## config.mk

```make
export PLATFORM = sky130hd
export DESIGN_NAME = pll_div_calc
export DESIGN_NICKNAME = d
export VERILOG_FILES = /design/src/rtl/pllcalc_pkg.sv /design/src/rtl/ref_window_chk.sv /design/src/rtl/restoring_divider.sv /design/src/rtl/ctrl_word_pack.sv /design/src/rtl/pll_div_calc.sv
export SDC_FILE = /design/constraint.sdc
export NUM_CORES = 1
export LEC_CHECK = 0
export ABC_AREA = 1
export BUFFER_PORTS_ARGS = -buffer_cell sky130_fd_sc_hd__buf_2
export CAP_MARGIN = 0
export CORE_MARGIN = 2
export CORE_UTILIZATION = 35
export CTS_CLUSTER_DIAMETER = 200
export CTS_CLUSTER_SIZE = 12
export DETAILED_ROUTE_END_ITERATION = 12
export PLACE_DENSITY_LB_ADDON = 0.25
export RECOVER_POWER = 25
export SYNTH_ARGS = -nofsm -noshare
export SYNTH_HDL_FRONTEND = slang
export SYNTH_SLANG_ARGS = --single-unit
```

## constraint.sdc

```tcl
create_clock -name clk -period 2.34 [get_ports clk]
set_input_delay 0 -clock clk [delete_from_list [all_inputs] [get_ports clk]]
set_output_delay 0 -clock clk [all_outputs]
set_load 0.01 [all_outputs]
```

## src/rtl/pllcalc_pkg.sv

```systemverilog
package pllcalc_pkg;
  localparam int unsigned REF_W  = 32;
  localparam int unsigned NDIV_W = 7;
  localparam int unsigned FRAC_W = 16;
  localparam int unsigned WORD_W = 32;

  // control-word bit positions decoded by the PLL register
  localparam int unsigned FRAC_LSB  = 10;
  localparam int unsigned EN_BIT    = 26;
  localparam int unsigned STRB_BIT  = 27;
  localparam int unsigned BYP_BIT   = 28;
  localparam int unsigned FCTL_BIT  = 29;
  localparam int unsigned DITH0_BIT = 30;
  localparam int unsigned DITH1_BIT = 31;

  localparam logic [REF_W-1:0] REF_LO = 32'd19_200_000;
  localparam logic [REF_W-1:0] REF_HI = 32'd38_400_000;

  function automatic logic ref_in_window(input logic [REF_W-1:0] f);
    return (f >= REF_LO) && (f <= REF_HI);
  endfunction

  function automatic logic [WORD_W-1:0] build_word(input logic [NDIV_W-1:0] nd,
                                                   input logic [FRAC_W-1:0] fr);
    logic [WORD_W-1:0] w;
    w = '0;
    w[DITH1_BIT] = 1'b1;
    w[DITH0_BIT] = 1'b1;
    w[BYP_BIT]   = 1'b1;
    w[NDIV_W-1:0] = nd;
    if (fr != '0) begin
      w[FCTL_BIT] = 1'b1;
      w[FRAC_LSB +: FRAC_W] = fr;
    end
    return w;
  endfunction
endpackage

```

## src/rtl/ref_window_chk.sv

```systemverilog
module ref_window_chk
  import pllcalc_pkg::*;
(
  input  logic [REF_W-1:0] ref_hz,
  output logic             in_range
);
  always_comb in_range = ref_in_window(ref_hz);
endmodule

```

## src/rtl/restoring_divider.sv

```systemverilog
module restoring_divider #(
  parameter int unsigned NUM_W = 64,
  parameter int unsigned DEN_W = 32
) (
  input  logic             clk,
  input  logic             rst_n,
  input  logic             load,
  input  logic [NUM_W-1:0] numer,
  input  logic [DEN_W-1:0] denom,
  output logic             busy,
  output logic             valid,
  output logic [NUM_W-1:0] quot
);
  localparam int unsigned CNT_W = $clog2(NUM_W);
  localparam logic [CNT_W-1:0] LAST_STEP = CNT_W'(NUM_W - 1);

  logic [DEN_W-1:0] rem_q, den_q;
  logic [NUM_W-1:0] quo_q;
  logic [CNT_W-1:0] cnt_q;
  logic             busy_q, valid_q;

  logic [DEN_W:0] trial, diff;
  logic           fits, last_step;

  always_comb begin
    trial     = {rem_q, quo_q[NUM_W-1]};
    fits      = trial >= {1'b0, den_q};
    diff      = trial - {1'b0, den_q};
    last_step = (cnt_q == LAST_STEP);
  end

  always_ff @(posedge clk or negedge rst_n) begin
    if (!rst_n) begin
      rem_q   <= '0;
      den_q   <= '0;
      quo_q   <= '0;
      cnt_q   <= '0;
      busy_q  <= 1'b0;
      valid_q <= 1'b0;
    end else begin
      valid_q <= 1'b0;
      if (load && !busy_q) begin
        rem_q  <= '0;
        quo_q  <= numer;
        den_q  <= denom;
        cnt_q  <= '0;
        busy_q <= 1'b1;
      end else if (busy_q) begin
        rem_q <= fits ? diff[DEN_W-1:0] : trial[DEN_W-1:0];
        quo_q <= {quo_q[NUM_W-2:0], fits};
        cnt_q <= cnt_q + 1'b1;
        if (last_step) begin
          busy_q  <= 1'b0;
          valid_q <= 1'b1;
        end
      end
    end
  end

  assign busy  = busy_q;
  assign valid = valid_q;
  assign quot  = quo_q;

  // only in-range (hence non-zero) divisors are ever loaded
  p_den_nonzero_r2: assert property (@(posedge clk) disable iff (!rst_n)
    busy_q |-> (den_q != '0));
  // partial remainder stays below the divisor after a subtract
  p_rem_bound_r4: assert property (@(posedge clk) disable iff (!rst_n)
    (busy_q && fits) |-> !diff[DEN_W]);
  // a result only follows a running division
  p_valid_after_busy_r7: assert property (@(posedge clk) disable iff (!rst_n)
    valid_q |-> $past(busy_q));
endmodule

```

## src/rtl/ctrl_word_pack.sv

```systemverilog
module ctrl_word_pack
  import pllcalc_pkg::*;
(
  input  logic [NDIV_W-1:0] nd,
  input  logic [FRAC_W-1:0] fr,
  output logic [WORD_W-1:0] word
);
  always_comb word = build_word(nd, fr);
endmodule

```

## src/rtl/pll_div_calc.sv

```systemverilog
module pll_div_calc
  import pllcalc_pkg::*;
#(
  parameter int unsigned DIVIDEND_W  = 64,
  parameter longint unsigned VCO_HALF_HZ = 64'd1_440_000_000
) (
  input  logic              clk,
  input  logic              rst_n,
  input  logic              start,
  input  logic [REF_W-1:0]  ref_hz,
  output logic              busy,
  output logic              done,
  output logic              range_err,
  output logic [NDIV_W-1:0] int_div,
  output logic [FRAC_W-1:0] frac_div,
  output logic [WORD_W-1:0] ctrl_word
);
  localparam logic [DIVIDEND_W-1:0] NUMERATOR = DIVIDEND_W'(VCO_HALF_HZ) << FRAC_W;
  localparam int unsigned Q_USED = NDIV_W + FRAC_W;

  logic                  in_range, start_ok, div_load, reject;
  logic                  div_busy, div_valid;
  logic [DIVIDEND_W-1:0] quot;
  logic [NDIV_W-1:0]     q_nd;
  logic [FRAC_W-1:0]     q_fr;
  logic [WORD_W-1:0]     q_word;
  logic [DIVIDEND_W-Q_USED-1:0] q_hi;

  logic done_q, err_q;
  logic [NDIV_W-1:0] nd_q;
  logic [FRAC_W-1:0] fr_q;
  logic [WORD_W-1:0] word_q;

  ref_window_chk u_win (.ref_hz(ref_hz), .in_range(in_range));

  always_comb begin
    busy     = div_busy | div_valid | done_q;
    start_ok = start && !busy;
    div_load = start_ok && in_range;
    reject   = start_ok && !in_range;
    q_fr     = quot[FRAC_W-1:0];
    q_nd     = quot[FRAC_W +: NDIV_W];
    q_hi     = quot[DIVIDEND_W-1:Q_USED];
  end

  restoring_divider #(.NUM_W(DIVIDEND_W), .DEN_W(REF_W)) u_div (
    .clk(clk), .rst_n(rst_n), .load(div_load),
    .numer(NUMERATOR), .denom(ref_hz),
    .busy(div_busy), .valid(div_valid), .quot(quot)
  );

  ctrl_word_pack u_pack (.nd(q_nd), .fr(q_fr), .word(q_word));

  always_ff @(posedge clk or negedge rst_n) begin
    if (!rst_n) begin
      done_q <= 1'b0;
      err_q  <= 1'b0;
      nd_q   <= '0;
      fr_q   <= '0;
      word_q <= '0;
    end else begin
      done_q <= 1'b0;
      if (reject) begin
        done_q <= 1'b1;
        err_q  <= 1'b1;
      end else if (div_valid) begin
        done_q <= 1'b1;
        err_q  <= 1'b0;
        nd_q   <= q_nd;
        fr_q   <= q_fr;
        word_q <= q_word;
      end
    end
  end

  assign done      = done_q;
  assign range_err = err_q;
  assign int_div   = nd_q;
  assign frac_div  = fr_q;
  assign ctrl_word = word_q;

  // quotient never exceeds the divider and fraction fields
  p_no_overflow_r3: assert property (@(posedge clk) disable iff (!rst_n)
    div_valid |-> (q_hi == '0));
  // done is a single-cycle pulse
  p_done_pulse_r7: assert property (@(posedge clk) disable iff (!rst_n)
    done_q |=> !done_q);
  // fixed control bits of a produced word
  p_fixed_bits_r5: assert property (@(posedge clk) disable iff (!rst_n)
    (done_q && !err_q) |-> (word_q[DITH1_BIT] && word_q[DITH0_BIT] && word_q[BYP_BIT]
                            && !word_q[STRB_BIT] && !word_q[EN_BIT]));
  // fraction-control bit tracks a non-zero fraction
  p_frac_ctl_r6: assert property (@(posedge clk) disable iff (!rst_n)
    (done_q && !err_q) |-> (word_q[FCTL_BIT] == (fr_q != '0)));
  // results change only at a successful completion
  p_hold_r2: assert property (@(posedge clk) disable iff (!rst_n)
    !$stable(word_q) |-> (done_q && !err_q));
  // range flag only rises with a completion
  p_err_with_done_r9: assert property (@(posedge clk) disable iff (!rst_n)
    $rose(err_q) |-> done_q);
endmodule

```

==> Word-level counts from Yosys, hierarchy flattened <==
Cells that the tools add are included.
{ "totals": {"reg_bits": 187, "inputBits": 35, "out_inout_bits": 58, "word_cells": 51} }
{ "classes": {"addsub": 2, "magnitude_cmp": 3, "eq_ne": 1, "mux": 19, "n_bitwise": 3, "n_reduce_logical": 12} }
{ "ops": {"columns": ["cell", "count"], "rows": [
  ["64-bit 2-to-1 mux", 2],
  ["32-bit 2-to-1 mux", 3],
  ["33-bit by 32-bit >= comparator with 1-bit output", 1],
  ["32-bit by 25-bit >= comparator with 1-bit output (second input constant)", 1],
  ["32-bit by 26-bit <= comparator with 1-bit output (second input constant)", 1],
  ["32-bit subtractor", 1],
  ["16-bit 2-to-1 mux", 1],
  ["16-bit nonzero test", 1],
  ["6-bit 2-to-1 mux", 2],
  ["1-bit 2-to-1 mux", 11],
  ["6-bit by 1-bit adder with 6-bit output (second input constant)", 1],
  ["6-bit == test (second input constant)", 1],
  ["1-bit logical AND", 5],
  ["2-bit nonzero test", 2],
  ["1-bit logical NOT", 3],
  ["1-bit OR", 2],
  ["2-bit AND reduction", 1],
  ["1-bit NOT", 1]
]} }

==> Logic depth before layout (Yosys ltp) <==
{ "depth": {"ltp_word": 7, "ltp_mapped": 16, "depth_no_buf": 16} }

==> By module <==
Synthesis repeated with hierarchy kept, for this count alone.
{ "hier_totals": {"hier_cells": 1549, "hier_area_um2": 11222.0} }
{ "modules_own_cells": {"columns": ["module", "n_inst", "cells_per_inst", "area_each_um2", "seq_area_each_um2"], "rows": [
  ["restoring_divider", 1, 1187, 8480.6, 3403.3],
  ["pll_div_calc", 1, 247, 2208.4, 1426.4],
  ["ref_window_chk", 1, 67, 296.5, 0.0],
  ["ctrl_word_pack", 1, 48, 236.5, 0.0]
]} }

==> Worst setup path after synthesis <==
OpenSTA, ideal clock, no wires.
{ "synth_path": {"path_type": "reg2reg", "startpoint": "register u_div.den_q[23]", "endpoint": "register u_div.rem_q[6]", "setup_time_ns": 0.122, "arrival_ns": 1.873, "t_required_ns": 2.218, "setup_slack_ns": 0.345, "stages_incl_launch_ff": 14, "path_buffers": 1, "synth_period_minus_slack_ns": 1.995, "path_cell_list": "dfrtp_1 inv_1 ha_1 nand2_2 inv_1 a21oi_2 nand2_1 nand2_1 nand2_1 nor2_4 buf_2 nand3_1 nand3_1 o21ai_1"} }
{ "synth_via": {"elab_chain_cells": 4} }
{ "synth_lines": {"columns": ["item", "line_no", "rtl"], "rows": [
  ["from (decl)", "restoring_divider.sv:17", "logic [DEN_W-1:0] rem_q, den_q;"],
  ["from (signal assigned)", "restoring_divider.sv:45", "den_q <= denom;"],
  ["33-bit by 32-bit >= comparator with 1-bit output", "restoring_divider.sv:27", "fits = trial >= {1'b0, den_q};"],
  ["32-bit 2-to-1 mux", "restoring_divider.sv:49", "rem_q <= fits ? diff[DEN_W-1:0] : trial[DEN_W-1:0];"],
  ["32-bit 2-to-1 mux", "restoring_divider.sv:48", "end else if (busy_q) begin"],
  ["32-bit 2-to-1 mux", "restoring_divider.sv:42", "if (load && !busy_q) begin"],
  ["to (signal assigned)", "restoring_divider.sv:49", null],
  ["to (decl)", "restoring_divider.sv:17", null]
]} }
Every way passes these cells. The select of a mux whose other input is x is not followed.
A chain may end at the register's enable or synchronous reset.

==> Worst setup path in the final report <==
{ "layout_path": {"startpoint": "register u_div.rem_q[7]", "endpoint": "register u_div.rem_q[21]"} }
{ "layout_via": {"elab_chain_cells": 4, "word_cells_on_any_way": 5, "cone_classes": "add/sub: 1; order compare: 1; mux: 3"} }
{ "layout_lines": {"columns": ["item", "line_no"], "rows": [
  ["32-bit subtractor / 33-bit by 32-bit >= comparator with 1-bit output (equally long branches)", "restoring_divider.sv:28, restoring_divider.sv:27"],
  ["32-bit 2-to-1 mux (*)", "restoring_divider.sv:49"],
  ["32-bit 2-to-1 mux (*)", "restoring_divider.sv:48"],
  ["32-bit 2-to-1 mux (*)", "restoring_divider.sv:42"]
]} }
Mark *: on every way between the ends. The rest lies on a longest branch, timed or not. The select of a mux whose other input is x is not followed.

==> impl_metrics.tcl <==
set metrics [dict create \
    p_seq_share_pct 33.7 \
    timing.final.ws_setup_ns 0.131 \
    grt_pass1_vias 8417 \
    synth_edf_count 0 \
    root_buffer "clkbuf_16" \
    final_common_cell "nand2_1" \
    dp_hpwl_um 18300 \
    drc 0 \
    maxCapViolCount 1 \
    place_area_um2 11000 \
    grt_use_total_pct 17.5 \
    grt_pass1_wl_um 42900 \
    design_area_um2 12300 \
    hp-class "in -> reg" \
    critPathMaxFanout 15 \
    p_int_mw 7.97 \
    wl_per_cell_um 13.6 \
    fmax_ghz 0.453 \
    syn_avg_cell_area_um2 7.28 \
    comb_power_share_pct 43.4 \
    cts_buffer_depth 2 \
    layout_min_cycle_time_ns 2.21 \
    period_share_pct 94.4 \
    pwr-share-clk_pct 22.9 \
    fp.dieH_um 174 \
    syn_area_um2 10100 \
    yosysTopAreaCell "dfrtp_1" \
    critPathCapture "u_div.rem_q[21]$_DFFE_PN0P_" \
    p_sw_share_pct 41.2 \
    power_mw 13.6 \
    grt_max_degree 79 \
    drt_iter0_drc 624 \
    netlist-cell-type-count 44 \
    cp-start-kind "flop" \
    nets 1570 \
    rr_endpoint "u_div.rem_q[21]$_DFFE_PN0P_" \
    ys_top_cells_by_area "dfrtp_1 44%, nand2_1 16%, inv_1 7.9%, nand3_1 6.7%, ha_1 4.1%" \
    relSlewSlack_pct -5.09 \
    tritoncts "built" \
    syn2layout_area_growth_pct 21.6 \
    r2r-start "u_div.rem_q[7]$_DFFE_PN0P_" \
    ys_seq_area_share_pct 44.2 \
    path_clk_slew_ns 0.08 \
    r2r.worst_path.cells 13 \
    initial_core_util_pct 35.4 \
    switchingPower_mw 5.58 \
    clk_latency_ns 0.45 \
    wl_um 25700 \
    dieArea_um2 30300 \
    vias 8920 \
    io_buffers 87 \
    postLayoutCoreUtil_pct 43.0 \
    antenna_cells 0 \
    cts_num_sinks 179 \
    p_per_area_nw_per_um2 1100 \
    critPathArrivalTime_ns 2.54 \
    yosys.area.top_type_share_pct 44.2 \
    async_flop_share_pct 100 \
    worst_clock_skew_ns 0.0124 \
    setup_violations 0 \
    hold_viol_final 0 \
    cts_max_level 4 \
    num-fill-cells 2884 \
    status "complete, but fails checks" \
    ios 93 \
    yosys_most_used_dff "dfrtp_1" \
    worstMarginPinSlew_ns 1.58 \
    synthCells 1392 \
    ys_warn_count 0 \
    dr.pass1.iters 5 \
    layout_common_cells "432 x nand2_1, 212 x inv_1, 178 x dfrtp_1, 135 x nand3_1, 95 x nor2_1" \
    max-vdd-ir-drop_mv 0.617 \
    preCtsSetupSlack_ns 0.0309 \
    routabilityCongestion 0.916 \
    die_width_um 174 \
    required_ns 2.68 \
    yosys_register_bits 179 \
    antenna_found_initial 0 \
    num_rows 62 \
    finalMaxSlewViolations 58 \
    antenna_left 0 \
    violations "max-capacitance violations, max-slew violations" \
    grt_remaining_overflow 0 \
    crit_start "u_div.rem_q[7]$_DFFE_PN0P_" \
    worstSetupPathType "reg -> reg" \
    ff2ff_setup_slack_ns 0.13 \
    numCtsBuffers 17 \
    coreArea_um2 28600 \
    drive_gt1_share_pct 14.9 \
    cp-end-kind "flop" \
    vias_per_cell 4.70 \
    tns_ns 0 \
    leakagePower_nw 6.19 \
]
logic make-up after synthesis:
family | Yosys count | synth area share [%]
compound gates | 135 | 7.08
xor+xnor | 15 | 1.30
fa+ha+maj | 34 | 4.27
buf+inv | 276 | 11.3
flops | 179 | 44.2
other cells | 1 | 0.0370
simple gates | 752 | 31.8
stage by stage:
| stage | hold WS (ns) | cells |
|---|---|---|
| after detailed placement | 0.0112 | 1834 |
| after floorplan | -0.296 | 1396 |
| final | 0.0324 | 1898 |
| after CTS | 0.0371 | 1893 |
| after global placement | 0.00511 | 1834 |
| after global routing | 0.0634 | 1898 |
layer usage:
layer | global-route usage (%) | share of wire, %
met1 | 25.0 | 50
met2 | 27.8 | 45
met3 | 2.67 | 3.4
met4 | 4.31 | 1.4
met5 | 0 | 0
area by class of cell:
class | count | area, µm² | area share (%)
Clock buffer | 17 | 425 | 3.45
Clock inverter | 15 | 221 | 1.80
Inverter | 215 | 807 | 6.55
Multi-Input combinational cell | 941 | 4870 | 39.5
Sequential cell | 179 | 4480 | 36.4
Tap cell | 384 | 480 | 3.90
Timing Repair Buffer | 147 | 1030 | 8.40
power groups by stage:
stage	Sequential, mW	Clock, mW	Combinational (mW)
after floorplan	4.39	0	4.02
after global placement	4.54	0	5.28
after detailed placement	4.55	0	5.34
after CTS	4.50	3.18	5.41
after global routing	4.68	3.30	6.73
final	4.57	3.10	5.89
registers in the layout (all words and copies together), names as in the netlist:
| name | flops |
|---|---|
| ctrl_word | 19 |
| done | 1 |
| frac_div | 16 |
| int_div | 6 |
| range_err | 1 |
| u_div.busy | 1 |
| u_div.cnt_q | 6 |
| u_div.den_q | 32 |
| u_div.quot | 64 |
| u_div.rem_q | 32 |
| u_div.valid | 1 |
cells in the mapped netlist, types with 2 or more instances:
cell type and number:
nand2_1 444, inv_1 212, dfrtp_1 179, nand3_1 136, nor2_1 105, o21ai_0 63, a21oi_1 34, ha_1 33
o21ai_1 26, clkbuf_1 22, buf_4 19, nor3_1 17, xnor2_1 13, nand4_1 12, buf_2 11, nand3_2 7
nand3b_1 7, and2_1 6, buf_1 5, nand2_2 5, nor2_2 3, o21bai_1 3, or2_2 3, buf_6 2
inv_2 2, nor2_4 2, o211ai_1 2, o21a_1 2, xor2_1 2
critical path, cell delays in order (launching register included):
cell and delay [ns]:
dfrtp_1 0.42, ha_4 0.30, nand2_1 0.13, nor2_4 0.14, nand2_1 0.13, nor2_2 0.13, nand2_2 0.08, a21oi_4 0.16
nor2_4 0.09, nand2_8 0.08, buf_12 0.15, nand3_1 0.11, nand2_1 0.08, nand2_1 0.04
timing repair:
item                                    CTS  global route
gates resized for setup                   0            64
buffers inserted                          0             5
endpoints found under the hold margin   114             0
endpoints found under the setup margin    0            33
hold buffers                             27             0
worst min path at each step:
stage / cells after the start / startpoint / to / slack [ns]
6_report: 5 / start / range_err$_DFFE_PN0P_ / 0.03
2_1_floorplan: 0 / rst_n / ctrl_word[10]$_DFFE_PN0P_ / -0.30
3_5_place_dp: 1 / rst_n / u_div.rem_q[12]$_DFFE_PN0P_ / 0.01
4_1_cts: 5 / start / range_err$_DFFE_PN0P_ / 0.04
3_3_place_gp: 1 / rst_n / u_div.rem_q[0]$_DFFE_PN0P_ / 0.005
5_1_grt: 5 / start / done$_DFF_PN0_ / 0.06
Power figures use the tool's default switching activity.
